`config.mk`:
```
export PLATFORM = sky130hd
export DESIGN_NAME = ext_move_unit
export DESIGN_NICKNAME = d
export VERILOG_FILES = /design/src/rtl/ext_move_pkg.sv /design/src/rtl/ext_move_decode.sv /design/src/rtl/ext_move_extend.sv /design/src/rtl/ext_move_merge.sv /design/src/rtl/ext_move_unit.sv
export SDC_FILE = /design/constraint.sdc
export NUM_CORES = 1
export LEC_CHECK = 0
export BUFFER_PORTS_ARGS = -buffer_cell sky130_fd_sc_hd__buf_2
export CORE_ASPECT_RATIO = 1.75
export CORE_MARGIN = 2
export CORE_UTILIZATION = 45
export CTS_CLUSTER_SIZE = 14
export DETAILED_ROUTE_END_ITERATION = 8
export GPL_TIMING_DRIVEN = 0
export PLACE_DENSITY = 0.9
export RECOVER_POWER = 100
export REMOVE_ABC_BUFFERS = 1
export SYNTH_ARGS = -nofsm -noshare
export SYNTH_HDL_FRONTEND = slang
export SYNTH_HIERARCHICAL = 1
export SYNTH_SLANG_ARGS = --single-unit
```
`constraint.sdc`:
```
create_clock -name clk_i -period 1 [get_ports clk_i]
set_input_delay 0.15 -clock clk_i [delete_from_list [all_inputs] [get_ports clk_i]]
set_output_delay 0.15 -clock clk_i [all_outputs]
set_load 0.02 [all_outputs]
```
`src/rtl/ext_move_pkg.sv`:
```
package ext_move_pkg;
  localparam logic [7:0] OPC_ZX_B = 8'hB6;
  localparam logic [7:0] OPC_ZX_H = 8'hB7;
  localparam logic [7:0] OPC_SX_B = 8'hBE;
  localparam logic [7:0] OPC_SX_H = 8'hBF;
  localparam logic [7:0] OPC_SX_W = 8'h63;

  typedef enum logic [1:0] {
    SZ_16  = 2'd0,
    SZ_32  = 2'd1,
    SZ_64  = 2'd2,
    SZ_RSV = 2'd3
  } opsz_e;

  typedef enum logic [1:0] {
    SRC_B = 2'd0,
    SRC_H = 2'd1,
    SRC_W = 2'd2
  } srcw_e;

  localparam int unsigned NUM_SRCW = 3;

  typedef struct packed {
    logic  illegal;
    logic  sext;
    srcw_e srcw;
    opsz_e dsz;
  } ctl_t;
endpackage

```
`src/rtl/ext_move_decode.sv`:
```
module ext_move_decode
  import ext_move_pkg::*;
(
  input  logic       esc_i,
  input  logic [7:0] opc_i,
  input  logic [1:0] size_i,
  output ctl_t       ctl_o
);
  opsz_e sz;
  logic  hit;

  assign sz = opsz_e'(size_i);

  always_comb begin
    hit        = 1'b0;
    ctl_o.sext = 1'b0;
    ctl_o.srcw = SRC_B;
    ctl_o.dsz  = sz;
    if (esc_i) begin
      unique case (opc_i)
        OPC_ZX_B: begin hit = 1'b1; ctl_o.srcw = SRC_B; end
        OPC_ZX_H: begin hit = 1'b1; ctl_o.srcw = SRC_H; end
        OPC_SX_B: begin hit = 1'b1; ctl_o.srcw = SRC_B; ctl_o.sext = 1'b1; end
        OPC_SX_H: begin hit = 1'b1; ctl_o.srcw = SRC_H; ctl_o.sext = 1'b1; end
        default:  hit = 1'b0;
      endcase
    end else if (opc_i == OPC_SX_W) begin
      hit = 1'b1;
      // doubleword form: sign only at full size, 16-bit copy at 16-bit size
      ctl_o.sext = (sz == SZ_64);
      ctl_o.srcw = (sz == SZ_16) ? SRC_H : SRC_W;
    end
    ctl_o.illegal = !(hit && (sz != SZ_RSV));
  end
endmodule

```
`src/rtl/ext_move_extend.sv`:
```
module ext_move_extend
  import ext_move_pkg::*;
#(
  parameter int unsigned XLEN = 64
) (
  input  logic [XLEN-1:0] src_i,
  input  srcw_e           srcw_i,
  input  logic            sext_i,
  output logic [XLEN-1:0] ext_o
);
  logic [XLEN-1:0] cand [NUM_SRCW];

  for (genvar g = 0; g < NUM_SRCW; g++) begin : g_w
    localparam int unsigned W = 8 << g;
    logic fill;
    assign fill    = sext_i & src_i[W-1];
    assign cand[g] = {{(XLEN-W){fill}}, src_i[W-1:0]};
  end

  always_comb begin
    unique case (srcw_i)
      SRC_H:   ext_o = cand[1];
      SRC_W:   ext_o = cand[2];
      default: ext_o = cand[0];
    endcase
  end
endmodule

```
`src/rtl/ext_move_merge.sv`:
```
module ext_move_merge
  import ext_move_pkg::*;
#(
  parameter int unsigned XLEN = 64
) (
  input  logic [XLEN-1:0] ext_i,
  input  logic [XLEN-1:0] dst_i,
  input  opsz_e           dsz_i,
  input  logic            illegal_i,
  output logic [XLEN-1:0] res_o
);
  localparam int unsigned LO16 = 16;
  localparam int unsigned LO32 = 32;

  always_comb begin
    if (illegal_i) begin
      res_o = dst_i;
    end else begin
      unique case (dsz_i)
        SZ_16:   res_o = {dst_i[XLEN-1:LO16], ext_i[LO16-1:0]};
        SZ_32:   res_o = {{(XLEN-LO32){1'b0}}, ext_i[LO32-1:0]};
        default: res_o = ext_i;
      endcase
    end
  end
endmodule

```
`src/rtl/ext_move_unit.sv`:
```
module ext_move_unit
  import ext_move_pkg::*;
#(
  parameter int unsigned XLEN   = 64,
  parameter int unsigned FLAG_W = 8
) (
  input  logic              clk_i,
  input  logic              rst_ni,
  input  logic              valid_i,
  input  logic              esc_i,
  input  logic [7:0]        opc_i,
  input  logic [1:0]        size_i,
  input  logic [XLEN-1:0]   src_i,
  input  logic [XLEN-1:0]   dst_i,
  input  logic [FLAG_W-1:0] flags_i,
  output logic              valid_o,
  output logic              illegal_o,
  output logic [XLEN-1:0]   data_o,
  output logic [FLAG_W-1:0] flags_o
);
  ctl_t            ctl;
  logic [XLEN-1:0] ext;
  logic [XLEN-1:0] res;

  ext_move_decode i_decode (
    .esc_i  (esc_i),
    .opc_i  (opc_i),
    .size_i (size_i),
    .ctl_o  (ctl)
  );

  ext_move_extend #(.XLEN(XLEN)) i_extend (
    .src_i  (src_i),
    .srcw_i (ctl.srcw),
    .sext_i (ctl.sext),
    .ext_o  (ext)
  );

  ext_move_merge #(.XLEN(XLEN)) i_merge (
    .ext_i     (ext),
    .dst_i     (dst_i),
    .dsz_i     (ctl.dsz),
    .illegal_i (ctl.illegal),
    .res_o     (res)
  );

  always_ff @(posedge clk_i or negedge rst_ni) begin
    if (!rst_ni) begin
      valid_o   <= 1'b0;
      illegal_o <= 1'b0;
      data_o    <= '0;
      flags_o   <= '0;
    end else begin
      valid_o <= valid_i;
      if (valid_i) begin
        illegal_o <= ctl.illegal;
        data_o    <= res;
        flags_o   <= flags_i;
      end
    end
  end
endmodule

```
==> run metrics <==
status=complete, but fails checks; failing checks=setup timing; initial core utilization=46.1%; critical path depth in cells=12; worst IR drop on VDD=0.00125 V; Critical Path Start Type=input port; Detailed Place HPWL=8480 um; num rows=49; Detailed Route WL=15100 um; unique cell type count in the Yosys netlist=30; Reg-to-Reg Start=flags_o[2]; Fill cells=701; CORE AREA=10300 um2; Achievable Freq=406 MHz; Hold Crit Endpoint=flags_o[6]; max_cap viols=0; clock slew at reported path FFs=60 ps; Register Area=1850 um2; RSZ-0062 raised after global routing=true; NumNets Final=715; Most used DFF post-synth=dfrtp_1; antenna-violating nets left=0; Hold Fails Final Rpt=0; Crit path largest cell delay=570 ps; Slowest-stage cell, CP=or4b_4; WHS=45.3 ps; initial DRC count=148; Yosys reg bits=74; Mapped Cells=349; via/cell ratio=5.42; largest net degree at the start of global routing=73; post-layout minimum cycle time=2470 ps; GRT Residual Overflow=0; clock latency on the worst-skew pair=330 ps; antenna violations before repair=0; Die X=81.7 um; Mapped Area=4750 um2; max-slew violation count=0; critical path arrival=2670 ps; CP Buf/Inv Count=4; R2R Path End=flags_o[2]; Yosys Warn Count=6; FF-to-FF path depth=2; Ports=224; CP delay by family, top=simple AND/OR/NAND/NOR gates; Post-route DRC=0; clk sinks=74; Port Buf Inserts=191; Inserted Clock Buffers=9; number of flops mapped to enable cells by yosys=0; area grow syn2layout=45.1%; Tot GR Track Use=26.4%; Worst Skew=0 ps; Final setup viols=136; Leakage=0.00371 uW; Worst EP required=1210 ps; Final GP Congestion=0.882; hold path depth=2; CTS tree=built; via count=3761; dpl ws=-3110 ps; Antenna Diode Count=0; async set or reset register ratio after synthesis=100%; share of cells above drive strength 1=72.3%; peak fanout along the critical path=6; full die area=11400 um2; worst setup margin=-1470 ps; Mapped Avg Cell Area=13.6 um2; Hold Crit Class=in -> reg; vias in the first global route=4306; Slew HR=27.3%; CTS root buf=clkbuf_16; H-tree Lvls=3; drt wl/cell=21.8 um; Tcrit/Tclk final=247%; worst setup path class=in -> reg; pwr/cell area=1440 nW/um2; Chip Height=140 um; DRT Pass-1 Iters=4; Slew @ Worst Pin=1090 ps; crit path capture type=flop; area of the multi-input gates=2390 um2; hold_sp=flags_i[6]; final core utilization=67.0%; Cell Chain, Critical Path=buf_6 -> or4b_4 -> nor3_4 -> a22o_1 -> inv_2 -> ha_4 -> nand3b_1 -> o211ai_1 -> buf_4 -> buf_6 -> a22o_1 -> mux2_4; Clock Path Buffers=2; FF-to-FF setup slack=50 ps; first-pass GRT wire length=22600 um; total power after layout=9910 uW; sequential share of the synthesized area=39.0%
## layout make-up
cell class	instances	share of cell area [%]
clock buffers	9	3.27
clock inverters	6	1.67
inverters	12	0.653
multi-input cells	201	34.6
flip-flops and latches	74	26.9
well taps	127	2.30
repair buffers	265	30.6
## worst reg2reg max path, stage by stage, from the launching register on
cell	delay (ps)
dfrtp_1	410
buf_4	150
mux2_1	280
## cell usage after synthesis (2+ instances only)
cell / n / area (um2)
a22o_1: 33 / 289
buf_12: 8 / 160
buf_2: 9 / 45.0
buf_4: 42 / 315
buf_6: 6 / 67.6
dfrtp_1: 74 / 1850
ha_1: 2 / 25.0
inv_1: 12 / 45.0
mux2_2: 19 / 214
mux2_4: 86 / 1290
nand2_1: 2 / 7.51
nand3_1: 6 / 30.0
nand3_2: 11 / 110
nand3b_1: 16 / 120
o21ai_0: 5 / 25.0
o21ai_1: 4 / 20.0
## power by group
group	leakage [uW]	switching (uW)	internal [uW]
logic	0.00268	1060	1570
clock network	0.000162	1290	2440
registers	0.000863	256	3300
total	0.00371	2610	7300
## worst max path at each step
| stage | slack, ps | endpoint | startpoint |
|---|---|---|---|
| floorplan | -2420 | data_o[32] | esc_i |
| global placement | -3420 | data_o[53] | esc_i |
| detailed placement | -3110 | data_o[54] | esc_i |
| CTS | -1380 | data_o[54] | opc_i[7] |
| global route | -1550 | data_o[48] | opc_i[7] |
| finish | -1470 | data_o[44] | opc_i[7] |
## metal layers
layer	vias up	global-route usage, %	share of wire (%)
met2	160	47.0	55
li1	1650	-	-
met5	-	0	0
met3	51	4.45	3.9
met1	1900	28.0	36
met4	0	16.1	5.0
## flip-flops by register name (all words and copies together), names as in the netlist
register   cells
data_o        64
valid_o        1
illegal_o      1
flags_o        8
## placed cells by master (no fill, tap or decap), drive strengths merged, types with 2 or more instances in the layout
cell    count
a22o       33
buf       263
bufinv      3
clkbuf     10
dfrtp      74
ha          2
inv        13
mux2      105
nand2       2
nand3      18
nand3b     16
nor3        2
o21ai      10
o21bai      4
## per-stage QoR
step                      std cells  area [um2]  TNS, ps
after detailed placement        606        5390  -160500
after CTS                       679        6770   -80190
after floorplan                 283        4160  -125620
final                           694        6900   -84490
after global routing            694        6900   -90760
after global placement          601        5280  -233470
## timing repair
| item | 4_1_cts | 5_1_grt |
|---|---|---|
| gates cloned | 5 | 0 |
| endpoints found under the hold margin | 74 | 0 |
| setup endpoints to repair | 147 | 140 |
| pin swaps | 7 | 1 |
| resized for setup | 171 | 9 |
| hold buffers | 1 | 0 |
| buffers inserted | 52 | 16 |
## cell families after synthesis
family | count (synthesis) | synth area share, %
AOI/OAI and AO/OA | 46 | 8.05
adders and majority gates | 2 | 0.526
buffers and inverters | 78 | 13.4
DFF | 74 | 39.0
muxes | 105 | 31.7
and+or+nand+nor | 44 | 7.40
Note: power is estimated with default switching activity, not from simulation.
